## src/rtl/txpkt_pkg.sv

```systemverilog
// Shared types for the packet-aware transmit FIFO.
package txpkt_pkg;
    // Length policy selected at packet start; both upper codes mean endless.
    typedef enum logic [1:0] {
        LM_FIXED   = 2'd0,
        LM_VARLEN  = 2'd1,
        LM_ENDLESS = 2'd2,
        LM_ENDALT  = 2'd3
    } len_mode_e;

    // Status word bit positions (firmware decodes these).
    localparam int ST_OVF  = 0;
    localparam int ST_UDF  = 1;
    localparam int ST_THR  = 2;
    localparam int ST_FULL = 3;
    localparam int ST_BUSY = 4;
endpackage

```

## src/rtl/txpkt_store.sv

```systemverilog
// Byte storage with first-word-fall-through head and occupancy counter.
// Assumes: pop is only requested when not empty; flush beats push and pop.
module txpkt_store #(
    parameter int DEPTH = 128,
    parameter int DW    = 8,
    localparam int AW   = $clog2(DEPTH),
    localparam int CW   = $clog2(DEPTH + 1)
) (
    input  logic          clk,
    input  logic          rst_n,
    input  logic          flush,
    input  logic          push_req,
    input  logic [DW-1:0] push_data,
    input  logic          pop,
    output logic [DW-1:0] head,
    output logic [CW-1:0] count,
    output logic          empty,
    output logic          full,
    output logic          push_ok,
    output logic          ovf_evt
);
    logic [DW-1:0] mem [DEPTH];
    logic [AW-1:0] wr_ptr, rd_ptr;

    assign full    = (count == CW'(DEPTH));
    assign empty   = (count == '0);
    assign push_ok = push_req && !full && !flush;
    assign ovf_evt = push_req && full && !flush;
    assign head    = mem[rd_ptr];

    // Advance a pointer with wrap at DEPTH.
    function automatic logic [AW-1:0] bump(input logic [AW-1:0] p);
        return (p == AW'(DEPTH - 1)) ? '0 : p + 1'b1;
    endfunction

    // Write the array on an accepted push.
    always_ff @(posedge clk) begin
        if (push_ok) mem[wr_ptr] <= push_data;
    end

    // Maintain pointers and count.
    always_ff @(posedge clk) begin
        if (!rst_n || flush) begin
            wr_ptr <= '0;
            rd_ptr <= '0;
            count  <= '0;
        end else begin
            if (push_ok) wr_ptr <= bump(wr_ptr);
            if (pop)     rd_ptr <= bump(rd_ptr);
            case ({push_ok, pop})
                2'b10:   count <= count + 1'b1;
                2'b01:   count <= count - 1'b1;
                default: count <= count;
            endcase
        end
    end

    AST_COUNT_BOUND: assert property (@(posedge clk) disable iff (!rst_n)
        count <= CW'(DEPTH));
    AST_FULL_DROPS_WRITE: assert property (@(posedge clk) disable iff (!rst_n)
        (full && push_req && !pop && !flush) |=> (count == $past(count)));
    AST_FLUSH_EMPTIES: assert property (@(posedge clk) disable iff (!rst_n)
        flush |=> (count == '0));
endmodule

```

## src/rtl/txpkt_flags.sv

```systemverilog
// Level flags from occupancy plus sticky overflow/underflow bits.
// Assumes: count is registered; flush clears the sticky bits.
module txpkt_flags #(
    parameter int DEPTH = 128,
    localparam int CW   = $clog2(DEPTH + 1)
) (
    input  logic          clk,
    input  logic          rst_n,
    input  logic          flush,
    input  logic [CW-1:0] count,
    input  logic [CW-1:0] thresh,
    input  logic          ovf_evt,
    input  logic          udf_evt,
    output logic          thr_hit,
    output logic          ovf_sticky,
    output logic          udf_sticky
);
    assign thr_hit = (count >= thresh);

    // Hold error events until firmware flushes.
    always_ff @(posedge clk) begin
        if (!rst_n || flush) begin
            ovf_sticky <= 1'b0;
            udf_sticky <= 1'b0;
        end else begin
            if (ovf_evt) ovf_sticky <= 1'b1;
            if (udf_evt) udf_sticky <= 1'b1;
        end
    end

    AST_OVF_STAYS: assert property (@(posedge clk) disable iff (!rst_n)
        (ovf_sticky && !flush) |=> ovf_sticky);
endmodule

```

## src/rtl/txpkt_seq.sv

```systemverilog
// Packet sequencer: gates the handshake and decides end of packet.
// Assumes: head is valid whenever empty is low; mode and length are latched at start.
module txpkt_seq
    import txpkt_pkg::*;
#(
    parameter int DW = 8,
    parameter int LW = 8
) (
    input  logic          clk,
    input  logic          rst_n,
    input  logic          flush,
    input  logic          start,
    input  logic [1:0]    mode_in,
    input  logic [LW-1:0] len_in,
    input  logic          empty,
    input  logic [DW-1:0] head,
    input  logic          push_ok,
    input  logic          out_ready,
    output logic          out_valid,
    output logic          pop,
    output logic          busy,
    output logic          done,
    output logic          udf_evt
);
    len_mode_e     mode_q;
    logic [LW-1:0] remain_q;
    logic          need_len_q;
    logic          endless;
    logic          owed;

    assign endless   = mode_q[1];
    assign owed      = need_len_q || endless || (remain_q != '0);
    assign out_valid = busy && !empty && owed;
    assign pop       = out_valid && out_ready;
    assign udf_evt   = busy && !endless && empty && !push_ok && !flush;

    // Track packet progress and raise the end-of-packet pulse.
    always_ff @(posedge clk) begin
        if (!rst_n) begin
            busy       <= 1'b0;
            done       <= 1'b0;
            mode_q     <= LM_FIXED;
            remain_q   <= '0;
            need_len_q <= 1'b0;
        end else begin
            done <= 1'b0;
            if (flush || udf_evt) begin
                busy <= 1'b0;
            end else if (pop) begin
                if (need_len_q) begin
                    need_len_q <= 1'b0;
                    remain_q   <= LW'(head);
                    if (head == '0) begin
                        busy <= 1'b0;
                        done <= 1'b1;
                    end
                end else if (!endless) begin
                    remain_q <= remain_q - 1'b1;
                    if (remain_q == LW'(1)) begin
                        busy <= 1'b0;
                        done <= 1'b1;
                    end
                end
            end else if (!busy && start) begin
                mode_q     <= len_mode_e'(mode_in);
                remain_q   <= len_in;
                need_len_q <= (mode_in == LM_VARLEN);
                if (mode_in == LM_FIXED && len_in == '0) begin
                    done <= 1'b1;
                end else begin
                    busy <= 1'b1;
                end
            end
        end
    end

    AST_DONE_SINGLE: assert property (@(posedge clk) disable iff (!rst_n)
        done |=> !done);
    AST_VALID_HAS_DATA: assert property (@(posedge clk) disable iff (!rst_n)
        out_valid |-> !empty);
    AST_STALL_HOLDS: assert property (@(posedge clk) disable iff (!rst_n)
        (out_valid && !out_ready && !flush) |=> (out_valid && $stable(head)));
    AST_UDF_STOPS: assert property (@(posedge clk) disable iff (!rst_n)
        udf_evt |=> (!busy && !done));
endmodule

```

## src/rtl/txpkt_fifo_engine.sv

```systemverilog
// Top: transmit FIFO with packet-length policies and status reporting.
// Assumes: firmware keeps tx_thresh at or below DEPTH; len_mode/pkt_len matter only at start.
module txpkt_fifo_engine
    import txpkt_pkg::*;
#(
    parameter int DEPTH = 128,
    parameter int DW    = 8,
    parameter int LW    = 8,
    localparam int CW   = $clog2(DEPTH + 1)
) (
    input  logic          clk,
    input  logic          rst_n,
    input  logic          wr_en,
    input  logic [DW-1:0] wr_data,
    input  logic          flush,
    input  logic          start,
    input  logic [1:0]    len_mode,
    input  logic [LW-1:0] pkt_len,
    input  logic [CW-1:0] tx_thresh,
    output logic          out_valid,
    input  logic          out_ready,
    output logic [DW-1:0] out_data,
    output logic [7:0]    status,
    output logic [CW-1:0] byte_count,
    output logic          thr_level,
    output logic          done
);
    logic          pop, empty, full, push_ok, ovf_evt, udf_evt;
    logic          thr_hit, ovf_sticky, udf_sticky, busy;
    logic [DW-1:0] head;

    txpkt_store #(.DEPTH(DEPTH), .DW(DW)) store_i (
        .clk(clk), .rst_n(rst_n), .flush(flush),
        .push_req(wr_en), .push_data(wr_data), .pop(pop),
        .head(head), .count(byte_count), .empty(empty), .full(full),
        .push_ok(push_ok), .ovf_evt(ovf_evt)
    );

    txpkt_flags #(.DEPTH(DEPTH)) flags_i (
        .clk(clk), .rst_n(rst_n), .flush(flush),
        .count(byte_count), .thresh(tx_thresh),
        .ovf_evt(ovf_evt), .udf_evt(udf_evt),
        .thr_hit(thr_hit), .ovf_sticky(ovf_sticky), .udf_sticky(udf_sticky)
    );

    txpkt_seq #(.DW(DW), .LW(LW)) seq_i (
        .clk(clk), .rst_n(rst_n), .flush(flush), .start(start),
        .mode_in(len_mode), .len_in(pkt_len),
        .empty(empty), .head(head), .push_ok(push_ok), .out_ready(out_ready),
        .out_valid(out_valid), .pop(pop), .busy(busy), .done(done),
        .udf_evt(udf_evt)
    );

    assign out_data  = head;
    assign thr_level = thr_hit;

    // Assemble the firmware-visible status word.
    always_comb begin
        status          = '0;
        status[ST_OVF]  = ovf_sticky;
        status[ST_UDF]  = udf_sticky;
        status[ST_THR]  = thr_hit;
        status[ST_FULL] = full;
        status[ST_BUSY] = busy;
    end

    AST_FULL_AT_DEPTH: assert property (@(posedge clk) disable iff (!rst_n)
        status[ST_FULL] |-> (byte_count == CW'(DEPTH)));
    AST_VALID_ONLY_BUSY: assert property (@(posedge clk) disable iff (!rst_n)
        out_valid |-> status[ST_BUSY]);
endmodule

```

## config.mk

```make
export PLATFORM = sky130hd
export DESIGN_NAME = txpkt_fifo_engine
export DESIGN_NICKNAME = d
export VERILOG_FILES = /design/src/rtl/txpkt_pkg.sv /design/src/rtl/txpkt_store.sv /design/src/rtl/txpkt_flags.sv /design/src/rtl/txpkt_seq.sv /design/src/rtl/txpkt_fifo_engine.sv
export SDC_FILE = /design/constraint.sdc
export NUM_CORES = 1
export LEC_CHECK = 0
export BUFFER_PORTS_ARGS = -buffer_cell sky130_fd_sc_hd__buf_4
export CORE_AREA = 5 5 320 322
export CTS_CLUSTER_DIAMETER = 150
export DETAILED_ROUTE_END_ITERATION = 12
export DIE_AREA = 0 0 325 327
export PLACE_DENSITY_LB_ADDON = 0.2
export SYNTH_ARGS = -nofsm -noshare
export SYNTH_HDL_FRONTEND = slang
export SYNTH_SLANG_ARGS = --single-unit
```

## constraint.sdc

```tcl
create_clock -name clk -period 6.85 [get_ports clk]
set_input_delay 1.37 -clock clk [delete_from_list [all_inputs] [get_ports clk]]
set_output_delay 1.37 -clock clk [all_outputs]
set_load 0.005 [all_outputs]
```

==> results by group, run 1 <==
Run status
  – Status: finished, violations left
  – Failing checks: capacitance limit

Layout
  – Nets@finish: 2363
  – Layout area overhead: 12.5%
  – Register area: 31600 um^2
  – Filler instances: 8217
  – Area of the multi-input gates: 9890 um^2
  – Ratio of cells with drive above 1 in the final layout: 0.211
  – Final non-filler cell total: 3706

Floorplanning
  – I/O pin count: 59
  – Die height: 327 um
  – Initial Util: 0.426
  – Die Width: 325 um
  – Area of the core: between 90000 and 100000 um^2
  – Row cnt: 116
  – Die area: 106000 um^2

Worst hold path
  – Hold path depth: 2
  – Hold wc startpoint: flags_i.ovf_sticky
  – Worst hold path type: register to register

Clock network
  – H-tree Lvls: 3
  – Cts hold-fix bufs: 0
  – Total CTS buffers: 108
  – Clock transition at path regs: 0.06 ns
  – CTS max path bufs: 3
  – CTS root buffer: clkbuf_16
  – Post-cts sizing count: 0
  – CTS tree: done
  – Clk sinks: 1067
  – Worst-Skew Late Latency: 0.69 ns
  – Post-CTS setup buffer count: 0

Route
  – DR iter-0 viols: 2520
  – DRC: 0
  – Routed len/inst: 31.2 um
  – Remaining antenna violation count: 0
  – First-pass iteration count of the detailed router: 6
  – DR vias: 22466
  – Via density: 6.06
  – Final wirelength: 116 mm

Logic synthesis
  – Mapped Area: 42300 um^2
  – Post-synthesis mux area share: 0.137
  – Post-synthesis sequential area ratio: 0.747
  – Largest family of logic cells by synthesized area: multiplexers
  – Synth top area share: 0.726
  – Post-synth EDFFs: 1024
  – Post-synth ARST share: 0
  – Area leader, netlist: edfxtp_1
  – Synth Flop Type: edfxtp_1
  – Adder-Cell Fraction of Synth Area: 0.00473
  – Top cells by area, synth: edfxtp_1 (73%), mux4_2 (11%), dfxtp_1 (2.0%)
  – Synth Area in XOR/XNOR: 0.00497
  – FF+latch count, synth: around 1100
  – Post-synthesis simple-gate area fraction: 0.0422
  – Syn Inst Count: ~2200
  – Synth Warn #: 0
  – Synthesized area per cell: 19.0 um^2
  – Post-synthesis compound-gate area fraction: 0.0431
  – Synth cell types: 72

Critical path
  – Arrival time worst endpoint: between 4 and 5 ns
  – FF-to-FF Start: seq_i.remain_q[2]
  – Kind of cell with the highest combined delay on the critical path: compound AO/OA/AOI/OAI gates
  – WP depth: 7
  – CP startpoint kind: register
  – Slowest CP cell: a2111oi_0
  – Most common cell on crit path: buf_4
  – Maximum fanout along the worst path: 41
  – R2r worst-path depth: 16
  – Delay of the slowest critical-path stage: 1.14 ns
  – Crit-path cells: buf_4 > mux4_2 > or3_1 > o211ai_1 > a2111oi_0 > nand4b_4 > buf_4
  – Crit path kind: register to primary output
  – Crit path buffers/inverters: 2
  – Worst Path Required: ~5.5 ns
  – Critical path endpoint category: primary output

Placement
  – Dpl hpwl: 72.8 mm
  – # placed instances: 3503
  – GPL Wtd Cong: between 0.8 and 0.9
  – I/O Buffers: between 50 and 60

GRT
  – Antenna violations before repair: 0
  – Largest net degree at the start of global routing: 81
  – Vias in the first global route: 22420
  – First-pass GRT wire length: between 150 and 200 mm
  – Final global-route overflow total: 0
  – Total track usage: 0.215

Power
  – Leak: 14.5 nW
  – PnR Total Power: between 10 and 15 mW
  – Maximum vdd ir drop: 0.215 mV
  – Pwr/cell area: 278 nW/um^2

STA
  – Fin. max-slew vios: 0
  – Final setup fails: 0
  – Unrepaired setup endpoints after global routing: false
  – Max transition margin: 0.00840
  – Final worst path period share: 0.834
  – Min Clock Period, post-route: 5.72 ns
  – Slew @ Worst Pin: 1.45 ns
  – Final hold vios: 0
  – Max Fclk: 175 MHz
  – Worst Clk Skew: 0.0340 ns
  – TNS Setup: 0 ns

Job
  – Maxcap violations: 1
[power breakdown]
| part | switching [mW] | leakage (nW) | total (mW) | internal (mW) |
|---|---|---|---|---|
| Sequential | 0.00872 | 9.55 | 7.16 | 7.15 |
| Clock | 2.45 | 1.72 | 5.85 | 3.40 |
| Combinational | 0.173 | 3.26 | 0.223 | 0.0500 |
[cell usage after synthesis, drive strengths merged (4+ instances only)]
cell,count
mux4,216
a21o,6
nor2,195
mux2i,79
o22ai,48
inv,26
ha,16
a21oi,39
nand2b,10
a32oi,5
clkbuf,47
dfxtp,43
nor2b,22
nor3,6
buf,79
a221oi,6
o21ai,31
nand2,70
nand3,32
xor2,17
mux2,12
xnor2,7
o211ai,4
a22oi,62
a211oi,29
a31oi,4
and3,4
nor4,4
edfxtp,1024
and2,7
or3,8
nor3b,4
nand3b,4
nand4,14
[placed cells by master (no fill, tap or decap), types with 7 or more instances in the layout]
| master | instances |
|---|---|
| nand4_1 | 14 |
| mux4_2 | 211 |
| nor2_1 | 194 |
| clkbuf_1 | 24 |
| nand2b_1 | 10 |
| a22oi_1 | 61 |
| or3_1 | 8 |
| ha_1 | 16 |
| clkinv_2 | 23 |
| nand2_1 | 64 |
| mux2_2 | 10 |
| clkbuf_16 | 109 |
| dfxtp_1 | 39 |
| o22ai_1 | 48 |
| bufinv_16 | 12 |
| clkinv_1 | 24 |
| and2_1 | 7 |
| a21oi_1 | 38 |
| nand3_1 | 28 |
| mux2i_1 | 79 |
| buf_4 | 101 |
| xor2_1 | 17 |
| xnor2_1 | 7 |
| nor2b_1 | 20 |
| o21ai_0 | 28 |
| inv_1 | 25 |
| edfxtp_1 | 1024 |
| a211oi_1 | 29 |
[area by class of cell]
cell class / count / area share
flip-flops and latches: 1067 / 0.664
multi-input cells: 1006 / 0.208
clock buffers: 136 / 0.0601
well taps: 1298 / 0.0341
repair buffers: 106 / 0.0180
clock inverters: 66 / 0.0137
inverters: 26 / 0.00205
diodes: 1 / 0.0000526
[logic make-up (layout without fill, tap and decap cells)]
group | Yosys count | in the layout
fa+ha+maj | 16 | 16
other cells | 1 | 4
compound gates | 265 | 265
simple gates | 391 | 391
flops | 1067 | 1067
mux | 307 | 307
buf+inv | 152 | 334
xor+xnor | 24 | 24
[path summary, 6_finish.rpt]
| path | slack, ns | endpoint |
|---|---|---|
| max | 1.13 | out_data[3] |
| min | 0.49 | flags_i.ovf_sticky |
| max reg2reg | 2.08 | store_i.count[7] |
| min reg2reg | 0.49 | flags_i.ovf_sticky |
[routing by layer]
layer / GRT usage / vias up / routed length (um) / share of wire
li1: - / 9246 / - / -
met1: 0.303 / 11937 / 47900 / 0.41
met4: 0.0703 / 0 / 4090 / 0.035
met2: 0.343 / 1077 / 54500 / 0.47
met3: 0.0390 / 206 / 9120 / 0.079
met5: 0 / - / 0 / 0
[stage by stage]
step	cell area [um^2]	worst slack (ns)	hold WS (ns)	util
3_5_place_dp	44100	1.92	0.481	0.444
6_report	47600	1.13	0.486	0.480
3_3_place_gp	44100	1.97	0.454	0.444
2_1_floorplan	42300	2.54	0.438	-
4_1_cts	47600	1.22	0.495	0.480
5_1_grt	47600	1.11	0.508	0.480
[sequential cells by signal, summed over array words and instances (netlist names), named ones only]
| register | count |
|---|---|
| flags_i.ovf_sticky | 1 |
| store_i.mem | 1024 |
| seq_i.done | 1 |
| store_i.count | 8 |
| store_i.rd_ptr | 7 |
| seq_i.need_len_q | 1 |
| seq_i.mode_q | 1 |
| seq_i.remain_q | 8 |
| store_i.wr_ptr | 7 |
| seq_i.busy | 1 |
| flags_i.udf_sticky | 1 |
[worst min-delay path, delay by kind of cell, from the launching register on]
kind,cells,cell delay [ns]
AOI/OAI and AO/OA,1,0.04
DFF,1,0.33
and+or+nand+nor,1,0.07
Note: power is estimated with default switching activity, not from simulation.
==> run 2: changes to the inputs <==
--- a/config.mk
+++ b/config.mk
@@ -5,11 +5,12 @@
 export SDC_FILE = /design/constraint.sdc
 export NUM_CORES = 1
 export LEC_CHECK = 0
+export ABC_AREA = 1
 export BUFFER_PORTS_ARGS = -buffer_cell sky130_fd_sc_hd__buf_4
-export CORE_AREA = 5 5 320 322
+export CORE_AREA = 5 5 327 329
 export CTS_CLUSTER_DIAMETER = 150
 export DETAILED_ROUTE_END_ITERATION = 12
-export DIE_AREA = 0 0 325 327
+export DIE_AREA = 0 0 332 334
 export PLACE_DENSITY_LB_ADDON = 0.2
 export SYNTH_ARGS = -nofsm -noshare
 export SYNTH_HDL_FRONTEND = slang
==> constraint.sdc (replaced) <==
create_clock -name clk -period 5.5 [get_ports clk]
set_input_delay 1.1 -clock clk [delete_from_list [all_inputs] [get_ports clk]]
set_output_delay 1.1 -clock clk [all_outputs]
set_load 0.005 [all_outputs]
==> results by group, run 2 <==
Run status
  – Status: complete, no violations (was finished, violations left)

STA
  – Final setup fails: 0 (unchanged)
  – Worst Clk Skew: 0.0213 ns (was 0.0340 ns)
  – Min Clock Period, post-route: 4.68 ns
  – Max transition margin: 0.261 (was 0.00840)
  – Final worst path period share: 0.850
  – Unrepaired setup endpoints after global routing: false (unchanged)
  – Max Fclk: 214 MHz
  – Fin. max-slew vios: 0 (unchanged)
  – Slew @ Worst Pin: 1.10 ns (was 1.45 ns)
  – Hold WS: 0.475 ns (was 0.486 ns)
  – Final hold vios: 0 (unchanged)
  – TNS Setup: 0 ns (unchanged)
  – Worst Slack Setup Final: 0.824 ns (was 1.13 ns)

Route
  – Final wirelength: 120 mm (was 116 mm)
  – Remaining antenna violation count: 0 (unchanged)
  – DR iter-0 viols: 2845 (was 2520)
  – DRC: 0 (unchanged)
  – Via density: 5.48 (was 6.06)
  – DR vias: 29198 (was 22466)
  – First-pass iteration count of the detailed router: 6 (unchanged)
  – Routed len/inst: 22.6 um (was 31.2 um)

Power
  – Combinational share of power: 0.021 (was 0.017)
  – Power share of the sequential group: 0.537 (was 0.541)
  – Pwr/cell area: 337 nW/um^2 (was 278 nW/um^2)
  – Clock power share: 0.442 (about the same)
  – PnR Total Power: 16.6 mW (was 13.2 mW)
  – NetSw: 3.43 mW (was 2.63 mW)
  – Net Sw Frac: 0.206 (was 0.199)
  – Maximum vdd ir drop: 0.255 mV (was 0.215 mV)
  – Internal: 13.2 mW (was 10.6 mW)
  – Leak: 17.2 nW (was 14.5 nW)

Critical path
  – CP startpoint kind: register (unchanged)
  – Crit path kind: register to primary output (unchanged)
  – Critical path endpoint category: primary output (unchanged)
  – Kind of cell with the highest combined delay on the critical path: buffers and inverters (was compound AO/OA/AOI/OAI gates)
  – Maximum fanout along the worst path: 76 (was 41)
  – Slowest CP cell: dfxtp_4 (was a2111oi_0)
  – Crit-path cells: inv_8 > buf_4 > nand3_1 > nand3_1 > nand3_1 > nand2_1 > nand2_1 > nand3_1 > nand3_1 > nand2_1 > inv_1 > buf_4 (was buf_4 > mux4_2 > or3_1 > o211ai_1 > a2111oi_0 > nand4b_4 > buf_4)
  – Most common cell on crit path: nand3_1 (was buf_4)
  – Crit path buffers/inverters: 4 (was 2)
  – Delay of the slowest critical-path stage: 0.53 ns (was 1.14 ns)
  – Worst Path Required: 4.40 ns (was 5.48 ns)
  – Arrival time worst endpoint: 3.58 ns (was 4.35 ns)

Logic synthesis
  – Synthesized area per cell: 11.4 um^2 (was 19.0 um^2)
  – Synth cell types: 42 (was 72)
  – Post-synth EDFFs: 1024 (unchanged)
  – Synth Flop Type: edfxtp_1 (unchanged)
  – Synth Warn #: 0 (unchanged)
  – Post-synth ARST share: 0 (unchanged)
  – Synth top area share: 0.695 (was 0.726)
  – Post-synthesis sequential area ratio: 0.714 (was 0.747)
  – Mapped Area: 44300 um^2 (was 42300 um^2)
  – Commonest cells post-synth: nand2_1 (1204), edfxtp_1 (1024), nand3_1 (968) (was edfxtp_1 (1024), mux4_2 (211), nor2_1 (195))
  – FF+latch count, synth: 1067 (unchanged)
  – Top cells by area, synth: edfxtp_1 (69%), nand3_1 (11%), nand2_1 (10%) (was edfxtp_1 (73%), mux4_2 (11%), dfxtp_1 (2.0%))
  – Area leader, netlist: edfxtp_1 (unchanged)
  – Most frequent cell after synthesis: nand2_1 (was edfxtp_1)
  – Syn Inst Count: 3866 (was 2223)

Layout
  – Number of flip-flops in the largest register: 1024 (unchanged)
  – Filler instances: 9277 (was 8217)
  – Finished Core Util: 0.477 (was 0.480)
  – Most common cell after layout, fill and taps aside: nand2_1 (was edfxtp_1)
  – Commonest non-fill, non-tap cells in the layout: nand2_1 (1204), edfxtp_1 (1024), nand3_1 (967) (was edfxtp_1 (1024), mux4_2 (211), nor2_1 (194))
  – Ratio of cells with drive above 1 in the final layout: 0.0752 (was 0.211)
  – Most flop-heavy register: store_i.mem (unchanged)
  – Ant. Diodes: 0 (was 1)
  – Largest registers: store_i.mem: 1024 flops, seq_i.remain_q: 8 flops, store_i.count: 8 flops (unchanged)
  – Nets@finish: 3902 (was 2363)
  – Layout area overhead: 11.3% (was 12.5%)

GRT
  – Largest net degree at the start of global routing: 178 (was 81)
  – Total track usage: 0.212 (was 0.215)
  – Vias in the first global route: 28322 (was 22420)
  – First-pass GRT wire length: 181 mm (was 166 mm)
  – Antenna violations before repair: 0 (unchanged)
  – Final global-route overflow total: 0 (unchanged)

Clock network
  – H-tree Lvls: 3 (unchanged)
  – Clock transition at path regs: 0.06 ns (about the same)
  – Cts hold-fix bufs: 0 (unchanged)
  – Total CTS buffers: 111 (was 108)
  – Worst-Skew Late Latency: 0.69 ns (about the same)
  – CTS max path bufs: 3 (unchanged)
  – CTS root buffer: clkbuf_16 (unchanged)
  – Post-CTS setup buffer count: 0 (unchanged)
  – CTS tree: done (unchanged)
  – Post-cts sizing count: 0 (unchanged)
  – Clk sinks: 1067 (unchanged)

Floorplanning
  – I/O pin count: 59 (unchanged)
  – Die area: 111000 um^2 (was 106000 um^2)
  – Die Width: 332 um (was 325 um)
  – Area of the core: 103000 um^2 (was 99300 um^2)
  – Die height: 334 um (was 327 um)
  – Initial Util: 0.429 (was 0.426)
  – Row cnt: 118 (was 116)

Placement
  – I/O Buffers: 55 (unchanged)
  – Dpl hpwl: 68.1 mm (was 72.8 mm)
  – GPL Wtd Cong: 0.847 (was 0.889)
  – Place WS: 1.48 ns (was 1.92 ns)

Job
  – Maxcap violations: 0 (was 1)

Worst hold path
  – Worst hold path type: register to register (unchanged)
[run 2: cell types whose count changed in the layout (fill, tap and decap cells not counted), moves of 10 or more]
cell	before	now
nor2_1	194	158
mux4_2	211	0
inv_1	25	64
a22oi_1	61	0
nand3_1	28	967
mux2_2	10	0
nand2_1	64	1204
mux2i_1	79	0
a211oi_1	29	3
buf_12	5	15
nor2b_1	20	0
o22ai_1	48	0
nand2b_1	10	0
[run 2: area by class of cell]
cell class                 count  area (um^2)  share of cell area
timing repair buffer         119         1080              0.0219
sequential                  1067        31600               0.642
clock buffer                 139         2980              0.0604
inverter                      70          290             0.00589
clock inverter                69          561              0.0114
multi-input combinational   2485        11000               0.224
tap                         1380         1730              0.0350
[run 2: cell families (layout without fill, tap and decap cells)]
family / count (synthesis) / after routing / synth area share
AOI/OAI and AO/OA: 89 / 89 / 0.0115
DFF: 1067 / 1067 / 0.714
buffers and inverters: 316 / 397 / 0.0371
adders and majority gates: 16 / 16 / 0.00452
xor gates and xnor gates: 13 / 13 / 0.00257
and+or+nand+nor: 2364 / 2364 / 0.230
other: 1 / 3 / 0.0000847
[run 2: worst register-to-register path, stage by stage (launching register included)]
cell and delay (ns):
dfxtp_1 0.38, nor2_1 0.12, nand3_1 0.13, nor4_1 0.33, nor2_1 0.08, o21ai_0 0.09, inv_1 0.07, nand2_1 0.06
buf_4 0.24, clkinv_1 0.30, ha_1 0.42, xor2_1 0.21, ha_1 0.20, a21oi_1 0.17, o21ai_0 0.12, nand2_1 0.07
nand2_1 0.08, nand2_1 0.07, a21oi_1 0.06, a21oi_1 0.16, xor2_1 0.08, o21ai_0 0.16, inv_1 0.05
[run 2: per-stage QoR]
step	cells	cell area, um^2
2_1_floorplan	3868	44300
5_1_grt	5329	49300
3_3_place_gp	5121	45700
4_1_cts	5329	49300
6_report	5329	49300
3_5_place_dp	5121	45700
[run 2: path summary, 6_finish.rpt]
kind / startpoint / end / slack [ns] / cells after the start
max: register / out_data[5] / 0.82 / 12
min reg2reg: flags_i.ovf_sticky / flags_i.ovf_sticky / 0.47 / 2
min: flags_i.ovf_sticky / flags_i.ovf_sticky / 0.47 / 2
max reg2reg: store_i.count[1] / store_i.count[6] / 1.73 / 22
[run 2: power by group through the flow]
stage	sequential, mW	combinational, mW	clock (mW)
global placement	9.09	0.349	0
floorplan	9.09	0.120	0
CTS	8.92	0.354	7.45
global route	8.91	0.382	7.80
finish	8.92	0.350	7.34
detailed placement	9.09	0.353	0
[run 2: per-layer routing]
layer / global-route usage / wire [um] / up-vias
met3: 0.0316 / 7440 / 242
met4: 0.0743 / 4330 / 0
met2: 0.346 / 57500 / 983
li1: - / - / 13585
met1: 0.294 / 51200 / 14388
met5: 0 / 0 / -
==> run 3: changes to the inputs <==
==> constraint.sdc (replaced) <==
create_clock -name clk -period 4.7 [get_ports clk]
set_input_delay 0.94 -clock clk [delete_from_list [all_inputs] [get_ports clk]]
set_output_delay 0.94 -clock clk [all_outputs]
set_load 0.005 [all_outputs]
==> results by group, run 3 (same netlist as run 2, synthesis figures left out) <==
Run status
  – Status: complete, no violations (unchanged)

Critical path
  – Delay of the slowest critical-path stage: 0.46 ns (was 0.53 ns)
  – Worst Path Required: 3.76 ns (was 4.40 ns)
  – Arrival time worst endpoint: 3.50 ns (was 3.58 ns)
  – Crit path kind: register to primary output (unchanged)
  – Crit-path cells: inv_8 > buf_4 > nand3_1 > nand3_1 > nand3_1 > nand2_1 > nand2_1 > nand3_1 > nand3_1 > nand2_1 > inv_1 > buf_4 (unchanged)
  – Most common cell on crit path: nand3_1 (unchanged)
  – Kind of cell with the highest combined delay on the critical path: simple AND/OR/NAND/NOR gates (was buffers and inverters)
  – Critical path endpoint category: primary output (unchanged)
  – Slowest CP cell: buf_4 (was dfxtp_4)
  – Crit path buffers/inverters: 4 (unchanged)
  – Maximum fanout along the worst path: 67 (was 76)
  – CP startpoint kind: register (unchanged)

Layout
  – Commonest non-fill, non-tap cells in the layout: nand2_1 (1204), edfxtp_1 (1024), nand3_1 (967) (unchanged)
  – Register area: 31600 um^2 (unchanged)
  – Final non-filler cell total: 5330 (was 5329)
  – Number of flip-flops in the largest register: 1024 (unchanged)
  – Nets@finish: 3904 (was 3902)
  – Most common cell after layout, fill and taps aside: nand2_1 (unchanged)
  – Largest registers: store_i.mem: 1024 flops, seq_i.remain_q: 8 flops, store_i.count: 8 flops (unchanged)
  – Filler instances: 9177 (was 9277)
  – Finished Core Util: 0.478 (was 0.477)
  – Area of the multi-input gates: 11000 um^2 (unchanged)
  – Ant. Diodes: 0 (unchanged)
  – Most flop-heavy register: store_i.mem (unchanged)
  – Ratio of cells with drive above 1 in the final layout: 0.0714 (was 0.0752)
  – Layout area overhead: 11.5% (was 11.3%)

Route
  – Remaining antenna violation count: 0 (unchanged)
  – Via density: 5.42 (was 5.48)
  – Routed len/inst: 22.5 um (was 22.6 um)
  – First-pass iteration count of the detailed router: 6 (unchanged)
  – DRC: 0 (unchanged)
  – Final wirelength: 120 mm (about the same)
  – DR iter-0 viols: 2801 (was 2845)
  – DR vias: 28875 (was 29198)

Clock network
  – Total CTS buffers: 108 (was 111)
  – CTS root buffer: clkbuf_16 (unchanged)
  – CTS tree: done (unchanged)
  – Clk sinks: 1067 (unchanged)
  – H-tree Lvls: 3 (unchanged)
  – Clock transition at path regs: 0.06 ns (about the same)
  – CTS max path bufs: 3 (unchanged)
  – Cts hold-fix bufs: 0 (unchanged)
  – Worst-Skew Late Latency: 0.70 ns (was 0.69 ns)

STA
  – Final hold vios: 0 (unchanged)
  – Final worst path period share: 0.945
  – TNS Setup: 0 ns (unchanged)
  – Min Clock Period, post-route: 4.44 ns
  – Fin. max-slew vios: 0 (unchanged)
  – Worst Slack Setup Final: 0.257 ns (was 0.824 ns)
  – Final setup fails: 0 (unchanged)
  – Slew @ Worst Pin: 1.28 ns (was 1.10 ns)
  – Max transition margin: 0.143 (was 0.261)
  – Worst Clk Skew: 0.0424 ns (was 0.0213 ns)
  – Max Fclk: between 200 and 250 MHz
  – Unrepaired setup endpoints after global routing: false (unchanged)

Floorplanning
  – Die height: 334 um (unchanged)
  – Area of the core: 103000 um^2 (unchanged)
  – Die Width: 332 um (unchanged)
  – Initial Util: 0.429 (unchanged)
  – Die area: 111000 um^2 (unchanged)
  – Row cnt: 118 (unchanged)
  – I/O pin count: 59 (unchanged)

Placement
  – # placed instances: 5121 (unchanged)
  – I/O Buffers: 55 (unchanged)
  – Dpl hpwl: 66.0 mm (was 68.1 mm)
  – Place WS: 0.766 ns (was 1.48 ns)
  – GPL Wtd Cong: 0.815 (was 0.847)

Worst hold path
  – Worst hold path type: register to register (unchanged)

GRT
  – Total track usage: 0.209 (was 0.212)
  – Final global-route overflow total: 0 (unchanged)
  – Largest net degree at the start of global routing: 153 (was 178)
  – Antenna violations before repair: 0 (unchanged)
  – First-pass GRT wire length: 178 mm (was 181 mm)
  – Vias in the first global route: 27599 (was 28322)

Power
  – Maximum vdd ir drop: 0.391 mV (was 0.255 mV)
  – Leak: 17.3 nW (was 17.2 nW)
  – Pwr/cell area: 394 nW/um^2 (was 337 nW/um^2)
  – PnR Total Power: 19.4 mW (was 16.6 mW)

Job
  – Maxcap violations: 0 (unchanged)
==> run 3: changes by cell type in the layout (fill, tap and decap cells not counted) <==
cell / previous run / this run
clkinvlp_4: 5 / 0
clkbuf_1: 22 / 32
bufinv_16: 8 / 11
clkinv_2: 29 / 17
clkinv_16: 0 / 3
inv_8: 1 / 2
buf_6: 0 / 1
buf_4: 104 / 103
inv_6: 3 / 1
clkinv_4: 2 / 0
clkbuf_8: 3 / 2
clkinv_1: 24 / 30
clkbuf_16: 114 / 110
buf_12: 15 / 19
==> run 3: what timing repair did <==
item                       4_1_cts  5_1_grt
setup endpoints to repair        0        8
gates resized for setup          0        1
setup buffers                    0        4
==> run 3: per-stage QoR <==
stage	area [um^2]	hold slack (ns)
floorplan	44300	0.438
global placement	45800	0.464
detailed placement	45800	0.475
CTS	49300	0.479
global route	49400	0.516
finish	49400	0.485
==> run 3: worst reg2reg max path, delay by kind of cell, from the launching register on <==
family	cells	cell delay, ns
flops	1	0.39
buf+inv	3	0.41
simple gates	8	0.98
fa+ha+maj	2	0.65
xor+xnor	2	0.29
compound gates	6	0.75
==> run 3: power by group <==
| part | switching, mW | internal, mW | leakage, nW | total (mW) |
|---|---|---|---|---|
| clock | 3.65 | 4.94 | 1.71 | 8.59 |
| sequential | 0.0121 | 10.4 | 9.55 | 10.4 |
| combinational | 0.309 | 0.0907 | 6.00 | 0.400 |
==> run 3: cell type report <==
type / count / area share
Multi-Input combinational cell: 2485 / 0.223
Inverter: 70 / 0.00608
Sequential cell: 1067 / 0.641
Timing Repair inverter: 1 / 0.000228
Clock inverter: 60 / 0.0126
Timing Repair Buffer: 123 / 0.0236
Clock buffer: 144 / 0.0588
Tap cell: 1380 / 0.0350
==> run 3: routing by layer <==
metal | vias to the layer above | GRT usage | part of all wire
met5 | - | 0 | 0
met4 | 0 | 0.0703 | 0.033
met3 | 213 | 0.0321 | 0.063
met2 | 957 | 0.341 | 0.48
met1 | 14098 | 0.289 | 0.42
li1 | 13607 | - | -
==> run 3: final timing paths <==
| check | from | endpoint | slack (ns) | cells past startpoint |
|---|---|---|---|---|
| setup / recovery | register | out_data[5] | 0.26 | 12 |
| hold / removal | flags_i.udf_sticky | flags_i.udf_sticky | 0.48 | 2 |
| setup reg to reg | store_i.count[1] | store_i.count[6] | 1.13 | 21 |
| hold reg to reg | flags_i.udf_sticky | flags_i.udf_sticky | 0.48 | 2 |
